File: config.mk
export PLATFORM = sky130hd
export DESIGN_NAME = evtimer
export DESIGN_NICKNAME = d
export VERILOG_FILES = /design/src/rtl/evt_pkg.sv /design/src/rtl/evt_counter.sv /design/src/rtl/evt_cmp.sv /design/src/rtl/evtimer.sv
export SDC_FILE = /design/constraint.sdc
export NUM_CORES = 2
export LEC_CHECK = 0
export BUFFER_PORTS_ARGS = -buffer_cell sky130_fd_sc_hd__buf_2
export CAP_MARGIN = 15
export CORE_MARGIN = 2
export CORE_UTILIZATION = 50
export DETAILED_ROUTE_END_ITERATION = 8
export PLACE_DENSITY = 0.65
export RECOVER_POWER = 100
export SYNTH_ARGS = -nofsm -noshare
export SYNTH_HDL_FRONTEND = slang
export SYNTH_SLANG_ARGS = --single-unit
File: constraint.sdc
create_clock -name clk -period 3.8 [get_ports clk]
set_input_delay 0.38 -clock clk [delete_from_list [all_inputs] [get_ports clk]]
set_output_delay 0.38 -clock clk [all_outputs]
set_load 0.02 [all_outputs]
File: src/rtl/evt_pkg.sv
package evt_pkg;
   localparam int unsigned A_CAPS     = 0;
   localparam int unsigned A_TICK     = 1;
   localparam int unsigned A_GCFG     = 2;
   localparam int unsigned A_STAT     = 3;
   localparam int unsigned A_CNTL     = 4;
   localparam int unsigned A_CNTH     = 5;
   localparam int unsigned A_CMP0     = 8;
   localparam int unsigned CMP_STRIDE = 4;
   localparam int unsigned O_CFG      = 0;
   localparam int unsigned O_CMPL     = 1;
   localparam int unsigned O_CMPH     = 2;
   localparam int unsigned B_IE       = 0;
   localparam int unsigned B_LVL      = 1;
   localparam int unsigned B_PER      = 2;
   localparam int unsigned B_CAP      = 3;
   localparam int unsigned B_VS       = 4;
   localparam int unsigned B_F32      = 5;
   localparam int unsigned B_RT       = 6;
   localparam int unsigned RT_W       = 26;
endpackage

File: src/rtl/evt_counter.sv
module evt_counter #(
   parameter int unsigned CNT_W = 64
) (
   input  logic        clk,
   input  logic        rst_n,
   input  logic        run,
   input  logic        wr_lo,
   input  logic        wr_hi,
   input  logic [31:0] wdata,
   output logic [63:0] cnt,
   output logic [63:0] cnt_nxt
);
   localparam logic [63:0] FULL = (CNT_W == 64) ? {64{1'b1}} : {32'h0, {32{1'b1}}};

   logic hi_ok;

   generate
      if (CNT_W == 64) begin : g_wide
         assign hi_ok = wr_hi;
      end else begin : g_narrow
         assign hi_ok = 1'b0;
      end
   endgenerate

   assign cnt_nxt = (cnt + 64'd1) & FULL;

   always_ff @(posedge clk or negedge rst_n) begin
      if (!rst_n) begin
         cnt <= '0;
      end else if (run) begin
         cnt <= cnt_nxt;
      end else if (wr_lo) begin
         cnt[31:0] <= wdata;
      end else if (hi_ok) begin
         cnt[63:32] <= wdata;
      end
   end

   p_count_up_r1: assert property (@(posedge clk) disable iff (!rst_n)
      run |=> cnt == (($past(cnt) + 64'd1) & FULL));

   p_hold_r2: assert property (@(posedge clk) disable iff (!rst_n)
      (!run && !wr_lo && !wr_hi) |=> $stable(cnt));
endmodule

File: src/rtl/evt_cmp.sv
module evt_cmp
   import evt_pkg::*;
#(
   parameter int unsigned CNT_W    = 64,
   parameter bit          PERIODIC = 1'b1
) (
   input  logic        clk,
   input  logic        rst_n,
   input  logic        run,
   input  logic [63:0] cnt_nxt,
   input  logic        cfg_we,
   input  logic        lo_we,
   input  logic        hi_we,
   input  logic        st_clr,
   input  logic [31:0] wdata,
   output logic [31:0] cfg_rd,
   output logic [63:0] cmp_rd,
   output logic        st,
   output logic        irq
);
   localparam logic [63:0] FULL = (CNT_W == 64) ? {64{1'b1}} : {32'h0, {32{1'b1}}};
   localparam logic [63:0] LOW  = {32'h0, {32{1'b1}}};

   logic            ie_q, lvl_q, per_q, vs_q, f32_q, pulse_q;
   logic [RT_W-1:0] rt_q;
   logic [63:0]     cmp_q, plen_q, mask, wval;
   logic [31:0]     stage_q;
   logic            hit;

   assign mask   = f32_q ? LOW : FULL;
   assign wval   = {stage_q, wdata} & mask;
   assign hit    = run && ((cnt_nxt & mask) == (cmp_q & mask));
   assign cmp_rd = cmp_q & mask;
   assign irq    = ie_q & (lvl_q ? st : pulse_q);

   generate
      if (PERIODIC) begin : g_per
         always_ff @(posedge clk or negedge rst_n) begin
            if (!rst_n)      per_q <= 1'b0;
            else if (cfg_we) per_q <= wdata[B_PER];
         end
      end else begin : g_oneshot
         assign per_q = 1'b0;
      end
   endgenerate

   always_comb begin
      cfg_rd             = '0;
      cfg_rd[B_IE]       = ie_q;
      cfg_rd[B_LVL]      = lvl_q;
      cfg_rd[B_PER]      = per_q;
      cfg_rd[B_CAP]      = PERIODIC;
      cfg_rd[B_VS]       = vs_q;
      cfg_rd[B_F32]      = f32_q;
      cfg_rd[B_RT +: RT_W] = rt_q;
   end

   always_ff @(posedge clk or negedge rst_n) begin
      if (!rst_n) begin
         ie_q  <= 1'b0;
         lvl_q <= 1'b0;
         vs_q  <= 1'b0;
         f32_q <= 1'b0;
         rt_q  <= '0;
      end else if (cfg_we) begin
         ie_q  <= wdata[B_IE];
         lvl_q <= wdata[B_LVL];
         vs_q  <= wdata[B_VS];
         f32_q <= wdata[B_F32];
         rt_q  <= wdata[B_RT +: RT_W];
      end else if (lo_we) begin
         vs_q  <= 1'b0;
      end
   end

   always_ff @(posedge clk or negedge rst_n) begin
      if (!rst_n) begin
         stage_q <= '0;
         cmp_q   <= '0;
         plen_q  <= '0;
      end else begin
         if (hi_we) stage_q <= wdata;
         if (lo_we) begin
            if (per_q && !vs_q) plen_q <= wval;
            else                cmp_q  <= wval;
         end else if (hit && per_q) begin
            cmp_q <= (cmp_q + plen_q) & mask;
         end
      end
   end

   always_ff @(posedge clk or negedge rst_n) begin
      if (!rst_n) begin
         st      <= 1'b0;
         pulse_q <= 1'b0;
      end else begin
         pulse_q <= hit && !lvl_q;
         if (hit && lvl_q) st <= 1'b1;
         else if (st_clr)  st <= 1'b0;
      end
   end

   p_vs_clear_r4: assert property (@(posedge clk) disable iff (!rst_n)
      lo_we |=> !vs_q);

   p_period_step_r5: assert property (@(posedge clk) disable iff (!rst_n)
      (hit && per_q && !lo_we) |=> cmp_q == (($past(cmp_q) + $past(plen_q)) & $past(mask)));

   p_level_sticky_r7: assert property (@(posedge clk) disable iff (!rst_n)
      (st && !st_clr) |=> st);
endmodule

File: src/rtl/evtimer.sv
module evtimer
   import evt_pkg::*;
#(
   parameter int unsigned N_CMP   = 3,
   parameter int unsigned CNT_W   = 64,
   parameter logic [31:0] TICK_FS = 32'd10_000_000,
   parameter logic [31:0] PER_CAP = 32'h0000_0003,
   parameter int unsigned ADDR_W  = 6
) (
   input  logic              clk,
   input  logic              rst_n,
   input  logic [ADDR_W-1:0] reg_addr,
   input  logic              reg_wr,
   input  logic [31:0]       reg_wdata,
   output logic [31:0]       reg_rdata,
   output logic [N_CMP-1:0]  irq
);
   localparam int unsigned WORDS = A_CMP0 + CMP_STRIDE * N_CMP;

   generate
      if (N_CMP < 1 || N_CMP > 32) begin : g_bad_n
         $error("evtimer: N_CMP must be 1..32");
      end
      if (CNT_W != 32 && CNT_W != 64) begin : g_bad_w
         $error("evtimer: CNT_W must be 32 or 64");
      end
      if (WORDS > (1 << ADDR_W)) begin : g_bad_a
         $error("evtimer: ADDR_W too small for the map");
      end
   endgenerate

   logic              run_q;
   logic [63:0]       cnt, cnt_nxt;
   logic [N_CMP-1:0]  st_vec;
   logic [31:0]       cfg_rd [N_CMP];
   logic [63:0]       cmp_rd [N_CMP];

   always_ff @(posedge clk or negedge rst_n) begin
      if (!rst_n) run_q <= 1'b0;
      else if (reg_wr && reg_addr == ADDR_W'(A_GCFG)) run_q <= reg_wdata[0];
   end

   evt_counter #(.CNT_W(CNT_W)) u_cnt (
      .clk     (clk),
      .rst_n   (rst_n),
      .run     (run_q),
      .wr_lo   (reg_wr && reg_addr == ADDR_W'(A_CNTL)),
      .wr_hi   (reg_wr && reg_addr == ADDR_W'(A_CNTH)),
      .wdata   (reg_wdata),
      .cnt     (cnt),
      .cnt_nxt (cnt_nxt)
   );

   for (genvar k = 0; k < N_CMP; k++) begin : g_cmp
      localparam int unsigned BASE = A_CMP0 + CMP_STRIDE * k;
      evt_cmp #(.CNT_W(CNT_W), .PERIODIC(PER_CAP[k])) u_cmp (
         .clk     (clk),
         .rst_n   (rst_n),
         .run     (run_q),
         .cnt_nxt (cnt_nxt),
         .cfg_we  (reg_wr && reg_addr == ADDR_W'(BASE + O_CFG)),
         .lo_we   (reg_wr && reg_addr == ADDR_W'(BASE + O_CMPL)),
         .hi_we   (reg_wr && reg_addr == ADDR_W'(BASE + O_CMPH)),
         .st_clr  (reg_wr && reg_addr == ADDR_W'(A_STAT) && reg_wdata[k]),
         .wdata   (reg_wdata),
         .cfg_rd  (cfg_rd[k]),
         .cmp_rd  (cmp_rd[k]),
         .st      (st_vec[k]),
         .irq     (irq[k])
      );
   end

   always_comb begin
      reg_rdata = '0;
      if (reg_addr == ADDR_W'(A_CAPS))
         reg_rdata = {23'h0, (CNT_W == 64), 8'(N_CMP - 1)};
      else if (reg_addr == ADDR_W'(A_TICK)) reg_rdata = TICK_FS;
      else if (reg_addr == ADDR_W'(A_GCFG)) reg_rdata = {31'h0, run_q};
      else if (reg_addr == ADDR_W'(A_STAT)) reg_rdata = 32'(st_vec);
      else if (reg_addr == ADDR_W'(A_CNTL)) reg_rdata = cnt[31:0];
      else if (reg_addr == ADDR_W'(A_CNTH)) reg_rdata = cnt[63:32];
      for (int k = 0; k < N_CMP; k++) begin
         if (reg_addr == ADDR_W'(A_CMP0 + CMP_STRIDE * k + O_CFG))  reg_rdata = cfg_rd[k];
         if (reg_addr == ADDR_W'(A_CMP0 + CMP_STRIDE * k + O_CMPL)) reg_rdata = cmp_rd[k][31:0];
         if (reg_addr == ADDR_W'(A_CMP0 + CMP_STRIDE * k + O_CMPH)) reg_rdata = cmp_rd[k][63:32];
      end
   end
endmodule

# --- Word-level counts from Yosys, hierarchy flattened ---
# Index checks and enable logic that the tools add are counted.
classes:
  add_sub_neg: 3
  multipliers: 0
  div_mod_pow: 0
  order_cmp: 0
  eq_ne: 20
  n_shift: 0
  mux: 43
  n_bitwise: 14
  n_reduce_logical: 50
op_table:
  columns: ["cell", "count"]
  rows:
  - ["bitwise AND 64 bit", 11]
  - ["2-to-1 mux 64 bit", 10]
  - ["2-to-1 mux 32 bit", 18]
  - ["equality test 64 bit", 3]
  - ["adder 64 bit", 2]
  - ["adder 64 x 1 -> 64 bit (second input constant)", 1]
  - ["equality test 6 x 4 -> 1 bit (second input constant)", 6]
  - ["logical AND 1 bit", 29]
  - ["nonzero test 2 bit", 10]
  - ["equality test 6 x 5 -> 1 bit (second input constant)", 3]
  - ["2-to-1 mux 1 bit", 15]
  - ["equality test 6 x 2 -> 1 bit (second input constant)", 2]
  - ["equality test 6 x 3 -> 1 bit (second input constant)", 2]
  - ["AND reduction 2 bit", 5]
  - ["equality test 6 x 1 -> 1 bit (second input constant)", 1]
  - ["zero test 6 bit", 1]
  - ["inequality test 2 bit (second input constant)", 3]
  - ["zero test 1 bit", 5]
  - ["bitwise AND 1 bit", 3]
word_totals:
  reg_bits: 579
  latch_bits: 0
  ramBits: 0
  romBits: 0
  input_bits: 41
  out_inout_bits: 35
  word_cells: 164
  memories: 0

# --- Longest topological paths before layout ---
depth:
  ltp_word: 16
  mapped_depth: 17
  mapped_depth_nobuf: 15

# --- Cells and area by module ---
# From an unflattened synthesis, not the netlist that was laid out.
hier_totals:
  hier_cells: 4608
  area_unflattened_um2: 40282.4
modules_own_cells:
  columns: ["module", "instances", "cells_each", "area_each_um2", "seq_area_each_um2"]
  rows:
  - ["evt_cmp (g_cmp[0].u_cmp)", 1, 1482, 13325.3, 4829.6]
  - ["evt_cmp (g_cmp[1].u_cmp)", 1, 1479, 12852.3, 4829.6]
  - ["evt_cmp (g_cmp[2].u_cmp)", 1, 520, 5994.5, 3203.1]
  - ["evt_counter", 1, 663, 5240.0, 1601.5]
  - ["evtimer", 1, 464, 2870.3, 25.0]

# --- Worst setup path after synthesis ---
# Ideal clock, no wire load.
synth_timing:
  kind: "register to register"
  start: "register u_cnt.cnt[1]"
  end: "register g_cmp[0].u_cmp.cmp_q[10]"
  setup_ns: 0.125
  arrival_ns: 3.853
  required_time_ns: 3.675
  slack_ns: -0.178
  stages_incl_launch_ff: 15
  n_path_buf: 2
  synth_period_minus_slack_ns: 3.978
  path_cell_list: "dfrtp_1 -> ha_1 -> and2_1 -> nand2_1 -> or3_1 -> buf_2 -> nor4_1 -> xnor3_1 -> o2111ai_1 -> or4_1 -> nor4_4 -> a21boi_2 -> nor2_4 -> buf_4 -> mux2_2"
synth_between:
  elab_chain_cells: 7
synth_lines:
  columns: ["item", "line_no", "source"]
  rows:
  - ["start, declared", "evt_counter.sv:10", "output logic [63:0] cnt,"]
  - ["start signal, assigned", "evt_counter.sv:31", "cnt <= cnt_nxt;"]
  - ["start signal, assigned", "evt_counter.sv:33", "cnt[31:0] <= wdata;"]
  - ["adder 64 x 1 -> 64 bit", "evt_counter.sv:25", "assign cnt_nxt = (cnt + 64'd1) & FULL;"]
  - ["bitwise AND 64 bit", "evt_cmp.sv:32", "assign hit = run && ((cnt_nxt & mask) == (cmp_q & mask));"]
  - ["equality test 64 bit", "evt_cmp.sv:32", null]
  - ["logical AND 1 bit", "evt_cmp.sv:32", null]
  - ["logical AND 1 bit", "evt_cmp.sv:86", "end else if (hit && per_q) begin"]
  - ["nonzero test 2 bit (no source line)", null, null]
  - ["AND reduction 2 bit (no source line)", null, null]
  - ["end signal, assigned", "evt_cmp.sv:85", "else cmp_q <= wval;"]
  - ["end signal, assigned", "evt_cmp.sv:87", "cmp_q <= (cmp_q + plen_q) & mask;"]
  - ["end, declared", "evt_cmp.sv:26", "logic [63:0] cmp_q, plen_q, mask, wval;"]
# No other way between the ends.
# A chain may end at the register's enable or synchronous reset.

# --- Worst setup path in the final report ---
layout_timing:
  start: "input reg_addr[2]"
  end: "output reg_rdata[27]"
layout_between:
  elab_chain_cells: 16
  word_cells_on_any_way: 30
  classes_between: "eq/ne (14); mux (15); reduce/logical (1)"
layout_lines:
  columns: ["item", "line_no", "source"]
  rows:
  - ["start, declared", "evtimer.sv:12", "input logic [ADDR_W-1:0] reg_addr,"]
  - ["equality test 6 x 3 -> 1 bit", "evtimer.sv:81", "else if (reg_addr == ADDR_W'(A_CNTH)) reg_rdata = cnt[63:32];"]
  - ["2-to-1 mux 32 bit", "evtimer.sv:81", null]
  - ["2-to-1 mux 32 bit", "evtimer.sv:80", "else if (reg_addr == ADDR_W'(A_CNTL)) reg_rdata = cnt[31:0];"]
  - ["2-to-1 mux 32 bit", "evtimer.sv:79", "else if (reg_addr == ADDR_W'(A_STAT)) reg_rdata = 32'(st_vec);"]
  - ["2-to-1 mux 32 bit", "evtimer.sv:78", "else if (reg_addr == ADDR_W'(A_GCFG)) reg_rdata = {31'h0, run_q};"]
  - ["2-to-1 mux 32 bit", "evtimer.sv:77", "else if (reg_addr == ADDR_W'(A_TICK)) reg_rdata = TICK_FS;"]
  - ["2-to-1 mux 32 bit", "evtimer.sv:75", "if (reg_addr == ADDR_W'(A_CAPS))"]
  - ["2-to-1 mux 32 bit", "evtimer.sv:83", "if (reg_addr == ADDR_W'(A_CMP0 + CMP_STRIDE * k + O_CFG)) reg_rdata = cfg_rd[k];"]
  - ["2-to-1 mux 32 bit", "evtimer.sv:84", "if (reg_addr == ADDR_W'(A_CMP0 + CMP_STRIDE * k + O_CMPL)) reg_rdata = cmp_rd[k][31:0];"]
  - ["2-to-1 mux 32 bit", "evtimer.sv:85", "if (reg_addr == ADDR_W'(A_CMP0 + CMP_STRIDE * k + O_CMPH)) reg_rdata = cmp_rd[k][63:32];"]
  - ["2-to-1 mux 32 bit", "evtimer.sv:83", null]
  - ["2-to-1 mux 32 bit", "evtimer.sv:84", null]
  - ["2-to-1 mux 32 bit", "evtimer.sv:85", null]
  - ["2-to-1 mux 32 bit", "evtimer.sv:83", null]
  - ["2-to-1 mux 32 bit", "evtimer.sv:84", null]
  - ["2-to-1 mux 32 bit (*)", "evtimer.sv:85", null]
  - ["end, declared", "evtimer.sv:15", "output logic [31:0] reg_rdata,"]
# Mark *: on every way between the ends. The rest lies on a longest branch, timed or not.

==> flow_summary.json <==
{
  "synth_top_area_share": 0.378,
  "fin_crit_ns": 4.16,
  "synthCells": 4168,
  "worstPathArrival_ns": 3.78,
  "totalWireLength_mm": 175,
  "cpMostUsedCell": "buf_4",
  "min_from": "reg_wdata[4]",
  "r2r_start": "u_cnt.cnt[23]$_DFFE_PN0P_",
  "clock_latency_ns": 0.64,
  "final_hold_viol_count": 0,
  "yosysWarnings": 0,
  "dpl-instance-area_sq_um": 44100,
  "ys.flop_type": "dfrtp_1",
  "critPathKind": "in2out",
  "critPathTopFamily": "buffers and inverters",
  "ys_ff_latch": 579,
  "pre_cts_ws_ns": -0.754,
  "tightestPinTransition_ns": 2.52,
  "stdcell_area_sq_um": 48700,
  "syn_nets": 4338,
  "fp.dieW_um": 281,
  "yosysMostFrequentCell": "dfrtp_1",
  "start_kind": "input port",
  "cp.required_ns": 3.42,
  "nets": 4876,
  "worstPathCellList": "clkbuf_1 > buf_4 > nand2b_1 > nor2_1 > clkbuf_2 > a221oi_1 > o21ai_0 > buf_4 > buf_2",
  "viasPerCell": 6.48,
  "grt_pass1_vias": 35600,
  "grt_overflow": 0,
  "route.antenna.remaining_nets": 0,
  "cts.sinks": 579,
  "port_buffers": 75,
  "p_leak_nw": 22.6,
  "maxSlewViolCount": 344,
  "grt_pass1_wl_mm": 247,
  "areaGrowthSynthToFinish_pct": 26.9,
  "worst_clock_skew_ns": 0.0253,
  "cpMaxStageDelayCell": "nor2_1",
  "endpoint_kind": "primary output",
  "ys_seq_area_frac": 0.378,
  "htree_levels": 3,
  "antenna_found_initial": 24,
  "cts_made_buffers": 71,
  "ir_drop_uv": 361,
  "ys_async_sr_fraction": 1.00,
  "status": "finished with violations",
  "synthTopCellsByArea": "dfrtp_1, mux2_2, xnor2_1",
  "worst_slack_ns": -0.364,
  "finalSetupViolCount": 178,
  "failed_checks": "capacitance limit, slew limit, setup timing",
  "core_region_area_sq_um": 75900,
  "die_y_um": 281,
  "fmaxAchievable_mhz": 240,
  "dr.pass1.iters": 5,
  "cap_viol_max_count": 7,
  "gp_congestion": 1.07,
  "rows": 101,
  "cts_tree": "done",
  "fin_crit_sh": 1.10,
  "synth_area_per_cell_sq_um": 9.21,
  "cp.buffers_inverters": 5,
  "hpwl_mm": 124,
  "syn_area_sq_um": 38400,
  "die_area_sq_um": 79000,
  "start_util": 0.505,
  "first_iter_violations": 4457,
  "slew_headroom": -0.679,
  "yosysTopAreaCell": "dfrtp_1",
  "yosysUniqueCellTypes": 85,
  "clk_pin_slew_ns": 0.06,
  "rsz0062_at_grt": "yes",
  "grt_max_degree": 102,
  "vias": 37500,
  "hp-class": "in2reg",
  "wl_per_cell_um": 30.2,
  "crit_start": "reg_addr[2]",
  "synth_edf_count": 0,
  "crit_path_max_fanout": 16,
  "max-clock-path-buffers": 3,
  "pin_count": 76,
  "yosys-top-cells-count": "dfrtp_1, nand2_1, mux2_2, o21ai_0, a21oi_1",
  "drive_gt1_frac": 0.296,
  "p_per_area_nw_per_um2": 459,
  "critPathMaxStageDelay_ns": 0.87,
  "cts-root-buf": "clkbuf_16",
  "grtUsageTotal": 0.436,
  "route.detailed.drc": 0
}
## placed cells by master (no fill, tap or decap), types with 22 or more instances in the layout
master | Yosys | layout
buf_4 | 9 | 608
dfrtp_1 | 579 | 578
nand2_1 | 451 | 418
mux2_2 | 292 | 276
o21ai_0 | 291 | 262
a21oi_1 | 287 | 260
xnor2_1 | 194 | 185
nor2_1 | 201 | 152
ha_1 | 127 | 125
xor2_1 | 116 | 114
nand4_1 | 107 | 107
nand3_1 | 99 | 93
clkbuf_16 | 0 | 79
a22oi_1 | 76 | 76
and3_1 | 76 | 75
inv_1 | 74 | 74
a21o_1 | 75 | 74
a211oi_1 | 75 | 71
nand2b_1 | 60 | 60
mux2i_1 | 59 | 58
buf_2 | 30 | 56
a31oi_1 | 55 | 52
nor3_1 | 49 | 39
nor2_4 | 1 | 39
clkbuf_1 | 248 | 39
o211ai_1 | 37 | 37
a221oi_1 | 33 | 33
nor2b_1 | 33 | 31
nor4_1 | 43 | 28
a21oi_2 | 0 | 27
o21a_1 | 25 | 25
o21ai_1 | 12 | 23
nand2_4 | 0 | 22
## final cells by class
class                           instances  area (sq um)
Clock inverter                         26           449
Antenna cell                            6          15.0
Timing Repair Buffer                  778          6270
Multi-Input combinational cell       3201         23900
Inverter                               75           282
Clock buffer                           99          2040
Fill cell                            6306         27200
Tap cell                             1030          1290
Sequential cell                       579         14500
## repair_timing
item / 4_1_cts / 5_1_grt
gates resized for setup: 199 / 214
endpoints found under the hold margin: 78 / 0
gates cloned: 13 / 8
pin swaps: 72 / 62
hold buffers: 1 / 0
setup buffers: 27 / 11
endpoints found under the setup margin: 133 / 134
## through the flow
step           hold slack [ns]  power, W   util  std cells  TNS, ns
2_1_floorplan           0.0844    0.0111      -       4168        0
3_3_place_gp             0.453    0.0144  0.580       5612   -34.82
3_5_place_dp             0.458    0.0145  0.580       5612   -38.28
4_1_cts                 0.0918    0.0221  0.631       5776    -4.49
5_1_grt                  0.112    0.0230  0.641       5788   -31.43
6_report                 0.113    0.0224  0.641       5794   -19.25
## routing by layer
| metal | global-route usage | up-vias | wire [um] |
|---|---|---|---|
| met3 | 0.110 | 538 | 19800 |
| li1 | - | 16300 | - |
| met2 | 0.618 | 2230 | 72300 |
| met1 | 0.587 | 18400 | 69500 |
| met4 | 0.286 | 14 | 13400 |
| met5 | 0 | - | 96 |
## power by group
group          switching (W)  leakage [nW]  internal [W]
registers           0.000490          7.64       0.00683
clock network        0.00293          1.22       0.00445
logic                0.00439          13.7       0.00329
## state kept, by name (all words and copies together), names as in the netlist, 2 cells and up
signal	flops
g_cmp.u_cmp.rt_q	78
g_cmp.u_cmp.per_q	2
g_cmp.u_cmp.pulse_q	3
g_cmp.u_cmp.st	3
g_cmp.u_cmp.plen_q	128
g_cmp.u_cmp.f32_q	3
g_cmp.u_cmp.stage_q	96
g_cmp.u_cmp.ie_q	3
u_cnt.cnt	64
g_cmp.u_cmp.lvl_q	3
g_cmp.u_cmp.cmp_q	192
g_cmp.u_cmp.vs_q	3
## worst register-to-register path: cells and delay by family (launching register included)
kind,cells,cell delay [ns]
xor+xnor,1,0.21
flops,1,0.36
compound gates,3,0.48
simple gates,7,1.57
buf+inv,8,1.33
## worst paths after layout
kind                                                         end  slack (ns)  depth (start not counted)
setup / recovery                                   reg_rdata[27]       -0.36                          9
hold / removal                   g_cmp[2].u_cmp.vs_q$_DFFE_PN0P_        0.11                          3
setup reg to reg             g_cmp[1].u_cmp.cmp_q[9]$_DFFE_PN0P_       -0.25                         19
hold reg to reg            g_cmp[0].u_cmp.plen_q[52]$_DFFE_PN0P_        0.49                          2
max in group asynchronous  g_cmp[0].u_cmp.plen_q[30]$_DFFE_PN0P_        0.49                          3
min in group asynchronous   g_cmp[1].u_cmp.plen_q[9]$_DFFE_PN0P_        1.00                          2
## cells by family (layout without fill, tap and decap cells)
logic type      count (synthesis)  in the layout  share of synthesized area
compound gates               1130           1131                      0.186
buf+inv                       389            978                     0.0401
other cells                     0              6                          0
flops                         579            579                      0.378
fa+ha+maj                     129            129                     0.0425
mux                           351            351                      0.101
xor+xnor                      343            343                     0.0906
simple gates                 1247           1247                      0.162
Note: power is estimated with default switching activity, not from simulation.
